### src/rtl/i2c_ctrl_pkg.sv
package i2c_ctrl_pkg;
  localparam int DELAY_W   = 8;
  localparam int BYTES_W   = 2;
  localparam int NUM_LINES = 2;
  localparam int LINE_SCL  = 0;
  localparam int LINE_SDA  = 1;

  // bit positions of the control word
  localparam int BIT_FIFO_RST   = 14;
  localparam int BIT_RUN_LO     = 12;
  localparam int BIT_BYTES_EN   = 11;
  localparam int BIT_BYTES_LO   = 9;
  localparam int BIT_DELAY_EN   = 8;
  localparam int BIT_SCL_LO     = 0;
  localparam int BIT_SDA_LO     = 2;

  typedef enum logic [1:0] {
    LINE_KEEP = 2'd0,
    LINE_LOW  = 2'd1,
    LINE_HIGH = 2'd2,
    LINE_FREE = 2'd3
  } lineCmd_e;

  typedef struct packed {
    logic                 setRun;
    logic                 clrRun;
    logic                 startReset;
    logic                 loadBytes;
    logic [BYTES_W-1:0]   bytesVal;
    logic                 loadDelay;
    logic [DELAY_W-1:0]   delayVal;
    logic                 lineWrite;
    lineCmd_e [NUM_LINES-1:0] lineCmd;
  } ctrlStrobes_t;
endpackage

### src/rtl/i2c_ctrl_decode.sv
module i2c_ctrl_decode
  import i2c_ctrl_pkg::*;
#(
  parameter int DATA_W = 32
) (
  input  logic              wrEn,
  input  logic [DATA_W-1:0] wrData,
  input  logic              runNow,
  output ctrlStrobes_t      strobes
);
  logic [1:0] runCode;
  logic       resetReq;

  assign runCode  = wrData[BIT_RUN_LO +: 2];
  assign resetReq = wrEn && wrData[BIT_FIFO_RST];

  always_comb begin
    strobes            = '0;
    strobes.startReset = resetReq;
    // reset request wins over any run code in the same word
    strobes.setRun     = wrEn && !resetReq && (runCode == 2'd3);
    strobes.clrRun     = resetReq || (wrEn && (runCode == 2'd2));
    strobes.loadBytes  = wrEn && wrData[BIT_BYTES_EN];
    strobes.bytesVal   = wrData[BIT_BYTES_LO +: BYTES_W];
    strobes.loadDelay  = wrEn && wrData[BIT_DELAY_EN];
    strobes.delayVal   = wrData[DELAY_W-1:0];
    // direct pin control only when stopped before this write
    strobes.lineWrite  = wrEn && !wrData[BIT_DELAY_EN] && !runNow;
    strobes.lineCmd[LINE_SCL] = lineCmd_e'(wrData[BIT_SCL_LO +: 2]);
    strobes.lineCmd[LINE_SDA] = lineCmd_e'(wrData[BIT_SDA_LO +: 2]);
  end
endmodule

### src/rtl/i2c_ctrl_state.sv
module i2c_ctrl_state
  import i2c_ctrl_pkg::*;
#(
  parameter int                RESET_CYCLES  = 16,
  parameter logic [DELAY_W-1:0] DEFAULT_DELAY = 8'd25
) (
  input  logic                 clk,
  input  logic                 rst,
  input  ctrlStrobes_t         strobes,
  output logic                 runFlag,
  output logic [BYTES_W-1:0]   cmdBytes,
  output logic [DELAY_W-1:0]   quarterDelay,
  output logic                 fifoReset,
  output logic [NUM_LINES-1:0] lineOut,
  output logic [NUM_LINES-1:0] lineEn
);
  localparam int CNT_W = $clog2(RESET_CYCLES + 1);
  localparam logic [CNT_W-1:0] CNT_LOAD = CNT_W'(RESET_CYCLES);

  logic [CNT_W-1:0] rstCnt;

  always_ff @(posedge clk) begin
    if (rst) begin
      runFlag <= 1'b0;
    end else if (strobes.setRun) begin
      runFlag <= 1'b1;
    end else if (strobes.clrRun) begin
      runFlag <= 1'b0;
    end
  end

  always_ff @(posedge clk) begin
    if (rst) begin
      cmdBytes     <= '0;
      quarterDelay <= DEFAULT_DELAY;
    end else begin
      if (strobes.loadBytes) cmdBytes     <= strobes.bytesVal;
      if (strobes.loadDelay) quarterDelay <= strobes.delayVal;
    end
  end

  always_ff @(posedge clk) begin
    if (rst) begin
      rstCnt <= '0;
    end else if (strobes.startReset) begin
      rstCnt <= CNT_LOAD;
    end else if (rstCnt != '0) begin
      rstCnt <= rstCnt - 1'b1;
    end
  end
  assign fifoReset = (rstCnt != '0);

  for (genvar i = 0; i < NUM_LINES; i++) begin : gLine
    always_ff @(posedge clk) begin
      if (rst) begin
        lineEn[i]  <= 1'b0;
        lineOut[i] <= 1'b1;
      end else if (strobes.lineWrite) begin
        unique case (strobes.lineCmd[i])
          LINE_LOW:  begin lineEn[i] <= 1'b1; lineOut[i] <= 1'b0; end
          LINE_HIGH: begin lineEn[i] <= 1'b1; lineOut[i] <= 1'b1; end
          LINE_FREE: begin lineEn[i] <= 1'b0; lineOut[i] <= 1'b1; end
          default:   ;
        endcase
      end
    end
  end
endmodule

### src/rtl/i2c_seq_ctrl.sv
module i2c_seq_ctrl
  import i2c_ctrl_pkg::*;
#(
  parameter int                RESET_CYCLES  = 16,
  parameter logic [DELAY_W-1:0] DEFAULT_DELAY = 8'd25
) (
  input  logic        clk,
  input  logic        rst,
  input  logic        wrEn,
  input  logic [31:0] wrData,
  output logic        runFlag,
  output logic [1:0]  cmdBytes,
  output logic [7:0]  quarterDelay,
  output logic        fifoReset,
  output logic        sclOut,
  output logic        sclEn,
  output logic        sdaOut,
  output logic        sdaEn
);
  ctrlStrobes_t         strobes;
  logic [NUM_LINES-1:0] lineOut;
  logic [NUM_LINES-1:0] lineEn;

  i2c_ctrl_decode #(.DATA_W(32)) uDecode (
    .wrEn    (wrEn),
    .wrData  (wrData),
    .runNow  (runFlag),
    .strobes (strobes)
  );

  i2c_ctrl_state #(
    .RESET_CYCLES  (RESET_CYCLES),
    .DEFAULT_DELAY (DEFAULT_DELAY)
  ) uState (
    .clk          (clk),
    .rst          (rst),
    .strobes      (strobes),
    .runFlag      (runFlag),
    .cmdBytes     (cmdBytes),
    .quarterDelay (quarterDelay),
    .fifoReset    (fifoReset),
    .lineOut      (lineOut),
    .lineEn       (lineEn)
  );

  assign sclOut = lineOut[LINE_SCL];
  assign sclEn  = lineEn[LINE_SCL];
  assign sdaOut = lineOut[LINE_SDA];
  assign sdaEn  = lineEn[LINE_SDA];
endmodule

### config.mk
export PLATFORM = sky130hd
export DESIGN_NAME = i2c_seq_ctrl
export DESIGN_NICKNAME = d
export VERILOG_FILES = /design/src/rtl/i2c_ctrl_pkg.sv /design/src/rtl/i2c_ctrl_decode.sv /design/src/rtl/i2c_ctrl_state.sv /design/src/rtl/i2c_seq_ctrl.sv
export SDC_FILE = /design/constraint.sdc
export NUM_CORES = 1
export LEC_CHECK = 0
export BUFFER_PORTS_ARGS = -buffer_cell sky130_fd_sc_hd__clkbuf_2
export CORE_MARGIN = 8
export CORE_UTILIZATION = 40
export DETAILED_ROUTE_END_ITERATION = 8
export GPL_TIMING_DRIVEN = 0
export PLACE_DENSITY_LB_ADDON = 0.08
export SYNTH_ARGS = -nofsm -noshare
export SYNTH_HDL_FRONTEND = slang
export SYNTH_SLANG_ARGS = --single-unit
### constraint.sdc
create_clock -name clk -period 2 [get_ports clk]
set_input_delay 0.1 -clock clk [delete_from_list [all_inputs] [get_ports clk]]
set_output_delay 0.1 -clock clk [all_outputs]
set_load 0.1 [all_outputs]
# Yosys cells after proc, flatten, opt, wreduce, memory -nomap -nowiden
# Cells that the tools add are included.
[word_totals]
regBits = 20
latch_bits = 0
ramBits = 0
romBits = 0
in_bits = 35
n_memories = 0
[classes]
n_addsub = 1
mul = 0
div_mod_pow = 0
order_cmp = 0
eq_ne = 8
shift = 0
n_mux = 8
n_bitwise = 0
n_reduce_logical = 28
[ops]
columns = ["op", "n"]
rows = [
  ["$eq A2 B2 Y1 const B", 6],
  ["$reduce_bool A2 Y1", 6],
  ["$mux W5", 2],
  ["$reduce_or A2 Y1", 5],
  ["$logic_and A1 B1 Y1", 8],
  ["$pmux W1 S2", 4],
  ["$reduce_and A2 Y1", 4],
  ["$reduce_bool A5 Y1", 1],
  ["$sub A5 B1 Y5 const B", 1],
  ["$eq A2 B1 Y1 const B", 2],
  ["$logic_not A1 Y1", 3],
  ["$mux W1", 2],
  ["$logic_or A1 B1 Y1", 1],
]

# Longest topological paths before layout
# Gate-level depths: netlist of run 1.
[depth]
ltp_word = 5
ltp_mapped = 6
depth_no_buf = 5

# By module
# Synthesis of run 1 repeated with hierarchy kept, for this count alone.
[unflattened]
cells_unflattened = 98
hier_area_um2 = 928.4
[modules_own_cells]
columns = ["mod", "instances", "cells_each", "area_per_inst_um2", "seq_area_each_um2"]
rows = [
  ["i2c_ctrl_state", 1, 76, 759.5, 400.4],
  ["i2c_ctrl_decode", 1, 22, 168.9, 0.0],
]

# Worst setup path after synthesis of run 1
# Ideal clock, no wire load.
[synth_timing]
kind = "flip-flop to flip-flop"
start = "reg uState.runFlag"
end = "reg uState.lineOut[0]"
arrival_time_ns = 1.497
required_time_ns = 1.878
path_slack_ns = 0.381
stages_incl_launch_ff = 3
n_path_buf = 0
period_less_slack_ns = 1.619
cell_sequence = "dfxtp_1 > nor3b_4 > a221o_1"
[synth_between]
elab_chain_len = 3
[synth_rtl]
columns = ["element", "line", "source"]
rows = [
  ["start: declaration", "i2c_ctrl_state.sv:10", "output logic runFlag,"],
  ["start signal: assignment", "i2c_ctrl_state.sv:24", "runFlag <= 1'b0;"],
  ["start signal: assignment", "i2c_ctrl_state.sv:26", "runFlag <= 1'b1;"],
  ["start signal: assignment", "i2c_ctrl_state.sv:28", "runFlag <= 1'b0;"],
  ["$logic_not A1 Y1", "i2c_ctrl_decode.sv:28", "strobes.lineWrite = wrEn && !wrData[BIT_DELAY_EN] && !runNow;"],
  ["$logic_and A1 B1 Y1", "i2c_ctrl_decode.sv:28", ""],
  ["$reduce_and A2 Y1 (no line)", "n/a", ""],
  ["end signal: indexed assignment", "i2c_ctrl_state.sv:57", "lineOut[i] <= 1'b1;"],
  ["end signal: indexed assignment", "i2c_ctrl_state.sv:60", "LINE_LOW: begin lineEn[i] <= 1'b1; lineOut[i] <= 1'b0; end"],
  ["end signal: indexed assignment", "i2c_ctrl_state.sv:61", "LINE_HIGH: begin lineEn[i] <= 1'b1; lineOut[i] <= 1'b1; end"],
  ["end: declaration", "i2c_ctrl_state.sv:14", "output logic [NUM_LINES-1:0] lineOut,"],
]
# No other way between the ends.
# A chain may end at the register's enable or synchronous reset.

# Worst setup path in the final report of run 1
[layout_timing]
start = "reg uState.rstCnt[0]"
end = "out fifoReset"
[layout_between]
elab_chain_len = 1
[layout_rtl]
columns = ["element", "line", "source"]
rows = [
  ["start: declaration", "i2c_ctrl_state.sv:20", "logic [CNT_W-1:0] rstCnt;"],
  ["start signal: assignment", "i2c_ctrl_state.sv:48", "rstCnt <= rstCnt - 1'b1;"],
  ["$reduce_bool A5 Y1", "i2c_ctrl_state.sv:51", "assign fifoReset = (rstCnt != '0);"],
  ["end: declaration", "i2c_seq_ctrl.sv:14", "output logic fifoReset,"],
]
# No other way between the ends.

==> results by stage, run 1 <==
Status:
- The flow ran to the end, and the final reports show no timing, DRC or antenna violations.

Critical path:
- Data on the critical path is required at its endpoint by 1.90 ns.
- The worst setup path is of the reg -> out kind.
- Data on the critical path arrives at its endpoint at between 1.5 and 2 ns.
- In this design, the stage delay of the slowest critical-path cell is about 0.47 ns.
- STA classifies the critical path endpoint as an output pin.
- Traced cell by cell, the critical path runs through inv_1 -> ha_1 -> or4b_4 -> buf_6 -> buf_2.
- The nature of the critical path startpoint is a register.
- The highest net fanout along the worst path is 5.
- The largest individual stage delay along the critical path comes from the cell sky130_fd_sc_hd__or4b_4.

Run:
- The tool flagged a number of max-cap violations equal to 0.

Power:
- In this run the power density over the cells is 1274 mW/mm2.
- Of the total power, the clock network draws 0.233.
- The total leakage power is 0.4839 nW.
- Of the total power, the share spent switching nets is 0.3931.
- The cell-internal power is 0.8424 mW.
- Of the total power, registers draw 0.352.
- The net load switching power is about 0.55 mW.
- The portion of total power attributed to combinational logic is 0.415.
- Across the VDD grid, the largest voltage drop is just under 1000 uV.

Timing:
- Hold timing on the final database bottoms out at a slack of 0.02425 ns.
- Measured against its own limit, the worst slew margin works out to 0.6350.
- Of the available clock period, the critical path in the final layout requires 0.9437.
- The final setup skew is 0.003179 ns.
- The total count of hold-check failures in the final report is 0.
- Setup repair after global routing left no endpoint under its margin.
- The number of failing setup endpoints in the final timing report is 0.
- The clock period could shrink to between 1.5 and 2 ns.
- The setup total negative slack is 0 ns.
- The highest clock frequency the design can meet is 0.5298 GHz.
- The transition time at the pin with the least slew margin is roughly 0.55 ns.
- The count of final max-slew check failures is 0.

Clocking:
- The buffer levels on the longest clock path is 2.
- The count of clock tree sinks is 20.
- The root buffer selected by CTS is sky130_fd_sc_hd__clkbuf_4.
- TritonCTS built the clock tree.
- In this run the number of H-tree levels came out at 1.
- The number of CTS-inserted buffers is 3.
- The clock latency reported for the late side of the worst-skew pair is approximately 0.29 ns.
- The register clock-pin slew on the reported worst setup and hold paths is 0.11 ns.

Yosys:
- The share of the Yosys chip area taken by registers is 0.4984.
- The fraction of post-synthesis cell area in the top cell type by area is 0.4984.
- In the post-synthesis netlist, the biggest area contributors are sky130_fd_sc_hd__dfxtp_1, sky130_fd_sc_hd__nand2_1, sky130_fd_sc_hd__a21oi_1, sky130_fd_sc_hd__nand3b_1, sky130_fd_sc_hd__a221o_1.
- The net count of the mapped netlist is roughly 130.
- The mux contribution to synthesized area is 0.
- Synthesis produced 91 cells.
- By area, the combinational part of the netlist is dominated by simple AND/OR/NAND/NOR gates.
- Of the total synthesized cell area, the portion taken by AND, OR, NAND and NOR gates is 0.2726.
- The cell type contributing the most total cell area after synthesis is sky130_fd_sc_hd__dfxtp_1.
- Of the total synthesized cell area, the portion taken by full adders, half adders and majority gates is 0.01558.
- Of the total synthesized cell area, the portion taken by XOR and XNOR cells is 0.02181.
- The count of warnings emitted by yosys is 0.
- The compound-gate portion of the synthesized area is 0.1526.
- The synthesized flop and latch total is 20.
- The synthesized area per cell is 8.827 um2.
- In this run, distinct cell masters in the synthesized netlist total 24.
- The combined area of all synthesized cells is 803.3 um2.

Drt:
- For this run, the detailed router's first-pass iteration total came to 5.
- Detailed routing inserted a total of roughly 750 vias.
- Using the TritonRoute via totals, the vias-per-cell ratio works out to 4.772.
- The final wirelength is about 1900 um.
- The remaining antenna violation count is 0.
- After the first detailed-routing iteration, the DRC count stood at 17.
- The post-route DRC violation count is 0.
- Dividing the detail-routed wire length by the instance count gives 12.18 um.

Floorplanning:
- The initial standard-cell utilization of the core is 0.4180.
- The die is 60.81 um wide.
- The number of placement rows is 16.
- The area inside the core boundary is ~0.0019 mm2.
- The die is 60.81 um tall.
- In this run the count of I/O pins placed on the die edge is 51.
- The die outline area is 0.003698 mm2.

GRT:
- The initial antenna violation count is 0.
- The via count of the first global-routing pass is about 730.
- For met2 alone, demand over resource in global routing was 0.1900.
- For this run, the total global-route usage over all layers was measured as 0.1087.
- met2 is the most crowded layer.
- In the global route stage, met3 resource usage came out at 0.03390.
- For met1 alone, demand over resource in global routing was 0.1125.
- After global routing the overflow that remains totals 0.
- The pin count of the biggest net entering global routing is 13.
- The first-pass GRT wire length is 3022 um.

Cells and area:
- The library cells used most frequently in the layout, excluding fill and tap cells, are sky130_fd_sc_hd__clkbuf_2, sky130_fd_sc_hd__nand2_1, sky130_fd_sc_hd__dfxtp_1.
- For this run, the post-layout net count is 168.
- Of the cells placed in the final design, the portion with a size suffix greater than 1 is 0.3282.
- Leaving out fill and tap cells, the most frequent cell in the layout is sky130_fd_sc_hd__clkbuf_2.
- The synthesis-to-layout area growth is 35.67%.
- The antenna diode count is 0.

Placement:
- The detailed-placement wirelength estimate is 1454 um.
- The congestion estimate from routability-driven global placement came to ~0.7.
- In this run the tool buffered the top-level ports with 32 buffer cells.

Hold path:
- The worst hold path class is in -> reg.
layer usage:
metal | vias up | wire [um]
met5 | - | 0
li1 | 389 | -
met1 | 348 | 786
met4 | 0 | 12
met3 | 2 | 118
met2 | 15 | 1007
state kept, by name, summed over array words and instances (netlist names):
register             cells
uState.quarterDelay      8
uState.rstCnt            5
uState.cmdBytes          2
uState.lineEn            2
uState.lineOut           2
uState.runFlag           1
worst max-delay path: cells and delay by family, from the launching register on:
| family | cells | cell delay (ns) |
|---|---|---|
| buffers and inverters | 3 | 0.48 |
| and+or+nand+nor | 1 | 0.47 |
| DFF | 1 | 0.35 |
| adders and majority gates | 1 | 0.18 |
metrics by stage:
| step | instance area [um2] | util | worst slack [ns] | std cells | total power, mW |
|---|---|---|---|---|---|
| finish | 1090 | 0.5671 | 0.1125 | 158 | 1.388 |
| global route | 1090 | 0.5671 | 0.01044 | 158 | 1.478 |
| CTS | 1090 | 0.5671 | 0.004870 | 158 | 1.410 |
| detailed placement | 997.2 | 0.5189 | 0.3663 | 150 | 1.073 |
| global placement | 997.2 | 0.5189 | 0.3840 | 150 | 1.066 |
| floorplan | 803.3 | - | 0.3807 | 91 | 0.9815 |
Yosys cell counts:
cell type and instances:
sky130_fd_sc_hd__a211oi_2 1, sky130_fd_sc_hd__nor2_1 3, sky130_fd_sc_hd__or4b_4 1, sky130_fd_sc_hd__inv_1 2, sky130_fd_sc_hd__a221o_1 2, sky130_fd_sc_hd__a21o_1 1, sky130_fd_sc_hd__nand3_1 3, sky130_fd_sc_hd__o21ai_0 1
sky130_fd_sc_hd__ha_1 1, sky130_fd_sc_hd__clkbuf_1 2, sky130_fd_sc_hd__a311oi_1 2, sky130_fd_sc_hd__or2_2 2, sky130_fd_sc_hd__nand3b_1 3, sky130_fd_sc_hd__nand2_1 25, sky130_fd_sc_hd__xnor2_1 2, sky130_fd_sc_hd__or2b_1 1
sky130_fd_sc_hd__dfxtp_1 20, sky130_fd_sc_hd__nor3b_4 1, sky130_fd_sc_hd__and2_1 1, sky130_fd_sc_hd__buf_6 1, sky130_fd_sc_hd__nand2b_1 2, sky130_fd_sc_hd__buf_2 1, sky130_fd_sc_hd__a21oi_1 12, sky130_fd_sc_hd__nor3_1 1
cell families (layout without fill, tap and decap cells):
kind of cell / Yosys count / after routing
AND/OR/NAND/NOR: 43 / 43
AO/OA/AOI/OAI: 19 / 19
flip-flops: 20 / 20
adder cells (fa/ha/maj): 1 / 1
buffers and inverters: 6 / 46
XOR/XNOR: 2 / 2
power by group through the flow:
stage                     Sequential, mW  Clock (mW)  Combinational, mW
final                              0.488       0.324              0.576
after global placement             0.497           0              0.569
after floorplan                    0.606           0              0.376
after global routing               0.494       0.359              0.624
after CTS                          0.489       0.338              0.583
after detailed placement           0.498           0              0.575
repair_timing:
action | 4_1_cts | 5_1_grt
hold endpoints to repair | 4 | 0
setup buffers | 0 | 0
endpoints found under the setup margin | 0 | 1
gates resized for setup | 0 | 1
hold buffers | 4 | 0
cell type report:
type                            count  area, um2
Buffer                              4      23.77
Timing Repair Buffer               36      200.2
Tap cell                           27      33.78
Sequential cell                    20      400.4
Clock inverter                      1      30.03
Inverter                            2      7.507
Fill cell                         193      832.0
Multi-Input combinational cell     65      371.6
Clock buffer                        3      22.52
path summary, 6_finish.rpt:
kind | start | endpoint | slack, ns | cells past startpoint
hold reg to reg | uState.quarterDelay[7] | uState.quarterDelay[7] | 0.46 | 2
hold / removal | wrData[9] | uState.cmdBytes[0] | 0.02 | 3
setup / recovery | uState.rstCnt[0] | fifoReset | 0.11 | 5
setup reg to reg | uState.rstCnt[0] | uState.rstCnt[0] | 0.52 | 6
Power figures use the tool's default switching activity.
==> run 2: changes to the inputs <==
--- a/config.mk
+++ b/config.mk
@@ -10,7 +10,8 @@
 export CORE_UTILIZATION = 40
 export DETAILED_ROUTE_END_ITERATION = 8
 export GPL_TIMING_DRIVEN = 0
-export PLACE_DENSITY_LB_ADDON = 0.08
+export PLACE_DENSITY = 0.82
+export SKIP_CTS_REPAIR_TIMING = 1
 export SYNTH_ARGS = -nofsm -noshare
 export SYNTH_HDL_FRONTEND = slang
 export SYNTH_SLANG_ARGS = --single-unit
==> results by stage, run 2 (same netlist as run 1, synthesis figures left out) <==
Timing:
- The setup total negative slack is 0 ns.
- The highest clock frequency the design can meet is 0.5337 GHz.
- On the final layout, the worst clock skew is 0.01058 ns.
- The count of final max-slew check failures is 0.
- The worst slew margin relative to its limit is 0.6360.
- Setup repair after global routing left no endpoint under its margin.
- The worst path needs 1.874 ns of the cycle, external delays included.
- Setup violations remaining at the end of the flow were counted as 0.
- The total count of hold-check failures in the final report is 0.
- The part of the cycle the worst path needs is 0.9369.
- The transition time at the pin with the least slew margin is 0.5484 ns.

Drt:
- The remaining antenna violation count is 0.
- Before antenna repair, the detailed router went through 4 iterations.
- The first-iteration detailed-routing DRC count is 17.
- The average detailed-routed wire length per instance is 12.66 um.
- The post-route DRC violation count is 0.
- The final layout contains routed wiring with a total length of just under 2000 um.
- The detailed router placed roughly 760 vias in this run.
- Using the TritonRoute via totals, the vias-per-cell ratio works out to 4.840.

Critical path:
- The number of cells traversed by the worst register-to-register path is 6.
- The endpoint arrival time on the critical path is 1.77 ns.
- The critical setup path kind is reg -> out.
- The endpoint identified for the worst register-to-register timing path is uState.rstCnt[0].
- At the worst endpoint, the required time is 1.90 ns.
- The highest net fanout along the worst path is 5.
- The reg-to-reg startpoint is uState.rstCnt[0].
- Setup slack on the worst reg-to-reg path comes out at 0.53 ns.
- The capturing element type of the critical path is an output pin.
- The nature of the critical path startpoint is a register.

Hold path:
- The cell depth of the worst hold path is 3.
- The worst hold path class is in -> reg.
- The worst hold path terminates at uState.quarterDelay[7].
- In this run the most critical hold path is launched from wrData[7].

Placement:
- The post-place instance area is 997.2 um2.
- Detailed placement finished with a half-perimeter wire length of 1624 um.
- The last weighted congestion value of the routability-driven placer is approximately 0.75.
- The count of buffers from port buffering is 32.

Clocking:
- The clock latency reported for the late side of the worst-skew pair is ~0.31 ns.
- The count of clock tree sinks is 20.
- Clock-pin slew was measured on the worst setup and hold paths at 0.12 ns.
- No sink is reached through more buffers than the 2 on the longest clock path.
- TritonCTS built the clock tree.
- In this run the number of H-tree levels came out at 1.
- The number of CTS-inserted buffers is 3.
- The root buffer selected by CTS is sky130_fd_sc_hd__clkbuf_4.

Run:
- The tool flagged a number of max-cap violations equal to 0.

GRT:
- The initial antenna violation count is 0.
- For this run the aggregate overflow at the end of global routing stands at 0.
- The overall routing resource usage is 0.1078.
- The first-pass GRT wire length is 3029 um.
- The pin count of the biggest net entering global routing is 13.
- The via count of the first global-routing pass is 758.

Cells and area:
- Of the cells placed in the final design, the portion with a size suffix greater than 1 is 0.3333.
- The number of flip-flops under the largest register name is 8.
- The largest registers in the layout are uState.quarterDelay: 8 flops, uState.rstCnt: 5 flops.
- The antenna diode count is 0.
- The final design area excluding fillers is about 0.0011 mm2.
- More flip-flops sit in one register than any other, and that register is uState.quarterDelay.
- Leaving out fill and tap cells, the most frequent cells in the layout are sky130_fd_sc_hd__clkbuf_2, sky130_fd_sc_hd__nand2_1, sky130_fd_sc_hd__dfxtp_1.
- The synthesis-to-layout area growth is 33.18%.
- The net count of the finished layout is roughly 170.
- Leaving out fill and tap cells, the most frequent cell in the layout is sky130_fd_sc_hd__clkbuf_2.
- For this run, the share of the core covered by cells in the final layout is 0.5566.

Floorplanning:
- The number of top-level pins is 51.
- The initial standard-cell utilization of the core is 0.4180.
- The die outline area is 0.003698 mm2.
- From left edge to right edge, the die measures 60.81 um.
- The chip height is 60.81 um.
- The number of placement rows is 16.
- The area inside the core boundary is 0.001922 mm2.

Status:
- The flow ran to the end, and the final reports show no timing, DRC or antenna violations.

Power:
- VDD sags by at most 1229 uV.
- Power spread over the standard cell area amounts to 1307 mW/mm2.
- The total leakage power is 0.4756 nW.
[run 2: changes by cell type in the layout (fill, tap and decap cells not counted), sizes merged]
cell / change
dlygate4sd3: -2
[run 2: layout make-up]
| cell class | instances | area, um2 |
|---|---|---|
| clock inverters | 1 | 30.03 |
| clock buffers | 3 | 22.52 |
| repair buffers | 34 | 180.2 |
| fillers | 188 | 852.1 |
| flip-flops and latches | 20 | 400.4 |
| inverters | 2 | 7.507 |
| well taps | 27 | 33.78 |
| multi-input cells | 65 | 371.6 |
| plain buffers | 4 | 23.77 |
[run 2: layer usage]
metal,track usage,vias up,wire (um)
met5,0,-,0
met4,0.04319,0,21
met3,0.03390,2,157
met2,0.1961,27,958
met1,0.1111,337,837
li1,-,389,-
[run 2: stage by stage]
| stage | worst slack (ns) | total power, mW | std cells | hold WS [ns] |
|---|---|---|---|---|
| finish | 0.1261 | 1.398 | 156 | 0.009065 |
| global route | 0.05226 | 1.473 | 156 | 0.009380 |
| CTS | 0.03665 | 1.404 | 154 | 0.006305 |
| detailed placement | 0.3796 | 1.080 | 150 | 0.3388 |
| global placement | 0.4043 | 1.058 | 150 | 0.3163 |
| floorplan | 0.3807 | 0.9815 | 91 | 0.1721 |
[run 2: power by group]
part | switching, mW | total [mW] | internal (mW)
clock network | 0.126 | 0.329 | 0.203
registers | 0.0377 | 0.489 | 0.452
logic | 0.394 | 0.580 | 0.186
[run 2: worst max path at each step]
| stage | startpoint | to | slack [ns] | depth (start not counted) |
|---|---|---|---|---|
| 2_1_floorplan | uState.runFlag | uState.lineOut[0] | 0.38 | 2 |
| 3_3_place_gp | uState.rstCnt[0] | fifoReset | 0.40 | 5 |
| 3_5_place_dp | uState.rstCnt[0] | fifoReset | 0.38 | 5 |
| 4_1_cts | uState.rstCnt[0] | fifoReset | 0.04 | 5 |
| 5_1_grt | uState.rstCnt[1] | fifoReset | 0.05 | 5 |
| 6_report | uState.rstCnt[0] | fifoReset | 0.13 | 5 |
[run 2: worst max-delay path, cell delays in order, from the launching register on]
cell	delay, ns
sky130_fd_sc_hd__dfxtp_1	0.34
sky130_fd_sc_hd__inv_1	0.06
sky130_fd_sc_hd__ha_1	0.17
sky130_fd_sc_hd__or4b_4	0.47
sky130_fd_sc_hd__buf_6	0.15
sky130_fd_sc_hd__buf_2	0.28
==> run 3: changes to the inputs <==
--- a/config.mk
+++ b/config.mk
@@ -6,6 +6,7 @@
 export NUM_CORES = 1
 export LEC_CHECK = 0
 export BUFFER_PORTS_ARGS = -buffer_cell sky130_fd_sc_hd__clkbuf_2
+export CORE_ASPECT_RATIO = 0.8
 export CORE_MARGIN = 8
 export CORE_UTILIZATION = 40
 export DETAILED_ROUTE_END_ITERATION = 8
==> results by stage, run 3 (same netlist as run 1, synthesis figures left out) <==
Timing:
- Setup repair after global routing left no endpoint under its margin.
- The highest clock frequency the design can meet is between 0.5 and 0.6 GHz.
- The part of the cycle the worst path needs is 0.9555.
- The worst slew margin relative to its limit is 0.6341.
- Clock skew on the completed layout was measured at 0.001488 ns.
- The clock period could shrink to 1.911 ns.
- Once routing completed, OpenROAD measured the worst setup slack at 0.08909 ns.
- The number of failing setup endpoints in the final timing report is 0.
- The transition time at the pin with the least slew margin is roughly 0.55 ns.
- The count of final max-slew check failures is 0.
- Setup total negative slack on the finished layout was measured at 0 ns.
- The total count of hold-check failures in the final report is 0.

Critical path:
- The highest-delay cell along the critical path is sky130_fd_sc_hd__or4b_4.
- The critical setup path kind is reg -> out.
- The highest net fanout along the worst path is 5.
- The end of the worst register-to-register path is uState.rstCnt[1].
- Data arrives at the worst endpoint at 1.81 ns.
- The critical path data required time is 1.90 ns.
- Measured in cells, the most critical reg-to-reg path has a length of 5.
- Setup slack on the worst reg-to-reg path comes out at 0.49 ns.
- The biggest cell delay along the critical path is 0.48 ns.
- The capturing element type of the critical path is an output pin.
- The startpoint identified for the worst register-to-register timing path is uState.rstCnt[0].
- STA classifies the critical path startpoint as a register.
- The critical path goes through inv_1 -> ha_1 -> or4b_4 -> buf_6 -> buf_2.

Cells and area:
- The library cells used most frequently in the layout, excluding fill and tap cells, are sky130_fd_sc_hd__clkbuf_2, sky130_fd_sc_hd__nand2_1, sky130_fd_sc_hd__dfxtp_1.
- The net total in the final layout is ~160.
- The largest registers in the layout are uState.quarterDelay: 8 flops, uState.rstCnt: 5 flops.
- The share of the core filled with cells is 0.5443.
- The number of non-filler instances in the completed layout is 151.
- Of the cells placed in the final design, the portion with a size suffix greater than 1 is 0.3386.
- The antenna diode count is 0.
- More flip-flops sit in one register than any other, and that register is uState.quarterDelay.
- The register with the most flip-flops in the layout has 8 of them.
- The synthesis-to-layout area growth is 28.19%.
- The library cell used most frequently in the layout, excluding fill and tap cells, is sky130_fd_sc_hd__clkbuf_2.

Clocking:
- The register clock-pin slew on the reported worst setup and hold paths is 0.11 ns.
- The clock latency reported for the late side of the worst-skew pair is 0.30 ns.
- TritonCTS built the clock tree.
- The number of CTS-inserted buffers is 3.
- The CTS H-tree depth is 1.
- The tree is rooted in a sky130_fd_sc_hd__clkbuf_4.
- The clock drives 20 sinks.
- The buffer levels on the longest clock path is 2.

Power:
- Across the VDD grid, the largest voltage drop is 603.6 uV.
- The power per unit of standard cell area is roughly 1300 mW/mm2.
- The total leakage power is approximately 0.46 nW.

GRT:
- The via count of the first global-routing pass was 743.
- The initial antenna violation count came to 0.
- After global routing the overflow that remains totals 0.
- The pin count of the biggest net entering global routing is 12.
- The first global-routing pass estimated 3312 um of wire.
- The overall routing resource usage is 0.1126.

Drt:
- Using the TritonRoute via totals, the vias-per-cell ratio works out to ~4.9.
- The total via count after detailed routing is 744.
- After detailed routing, the number of remaining DRC violations is 0.
- After detailed routing, the average wire length per cell comes to approximately 13 um.
- After detailed routing, the total wire length is 1978 um.
- For this block, the initial DRC count from the detailed router was 28.
- The first-pass detailed-route iteration total is 4.
- In this run the remaining antenna-violating nets after routing total 0.

Placement:
- The congestion estimate from routability-driven global placement came to 0.7583.
- Input and output buffers added on the ports amount to 32.
- Timing analysis after detailed placement gives a worst setup slack of 0.3480 ns.
- The post-placement cell count is 147.
- Detailed placement ended at an HPWL of about 1600 um.

Hold path:
- Counting instances, the worst hold path has a depth of 3.
- The path with the worst hold slack has its endpoint at uState.quarterDelay[4].
- The min-delay analysis places its worst path in the category in -> reg.
- The startpoint of the most critical hold path is wrData[4].

Floorplanning:
- From left edge to right edge, the die measures 66.10 um.
- The chip height is 56.08 um.
- The floorplan step defined a die boundary enclosing 0.003707 mm2.
- The region available for standard cell placement spans 0.001892 mm2.
- The number of top-level pins is 51.
- The number of placement rows is 14.
- The initial utilization of the core area, before any placement, comes to 0.4246.

Run:
- Max-cap violations in this run came to 0.

Status:
- The flow ran to the end, and the final reports show no timing, DRC or antenna violations.
==> run 3: changes by cell type in the layout (fill, tap and decap cells not counted) <==
cell                            before  now
sky130_fd_sc_hd__clkbuf_8            0    1
sky130_fd_sc_hd__bufinv_16           1    0
sky130_fd_sc_hd__dlygate4sd3_1       2    0
==> run 3: stage by stage <==
step,hold WS (ns),total power [mW],instance area [um2]
6_report,0.004016,1.308,1030
3_3_place_gp,0.3114,1.061,993.5
3_5_place_dp,0.3185,1.085,993.5
2_1_floorplan,0.1721,0.9815,803.3
5_1_grt,0.003318,1.383,1030
4_1_cts,0.0003302,1.316,1030
==> run 3: worst max path at each step <==
stage | startpoint | to | slack (ns) | depth (start not counted)
after floorplan | uState.runFlag | uState.lineOut[0] | 0.38 | 2
after global placement | uState.rstCnt[0] | fifoReset | 0.40 | 5
after detailed placement | uState.rstCnt[0] | fifoReset | 0.35 | 5
after CTS | uState.rstCnt[0] | fifoReset | 0.0002 | 5
after global routing | uState.rstCnt[0] | fifoReset | 0.0004 | 5
final | uState.rstCnt[0] | fifoReset | 0.09 | 5
==> run 3: critical path, delay by kind of cell, from the launching register on <==
family                     cells  cell delay, ns
adders and majority gates      1            0.19
buffers and inverters          3            0.49
DFF                            1            0.35
and+or+nand+nor                1            0.48
==> run 3: report_power, final <==
group | switching [mW] | internal, mW
clock network | 0.122 | 0.111
logic | 0.395 | 0.184
registers | 0.0440 | 0.452
total | 0.561 | 0.746
==> run 3: cell type report <==
| cell class | count | area, um2 |
|---|---|---|
| buffer | 4 | 23.77 |
| clock buffer | 4 | 36.28 |
| fill | 181 | 862.1 |
| inverter | 2 | 7.507 |
| multi-input combinational | 65 | 371.6 |
| sequential | 20 | 400.4 |
| tap | 24 | 30.03 |
| timing repair buffer | 32 | 160.2 |
==> run 3: routing by layer <==
layer	vias to the layer above	share of wire	global-route usage
met3	4	0.11	0.06640
met2	27	0.48	0.1802
met5	-	0	0
met4	0	0.013	0.03951
li1	380	-	-
met1	333	0.39	0.1185
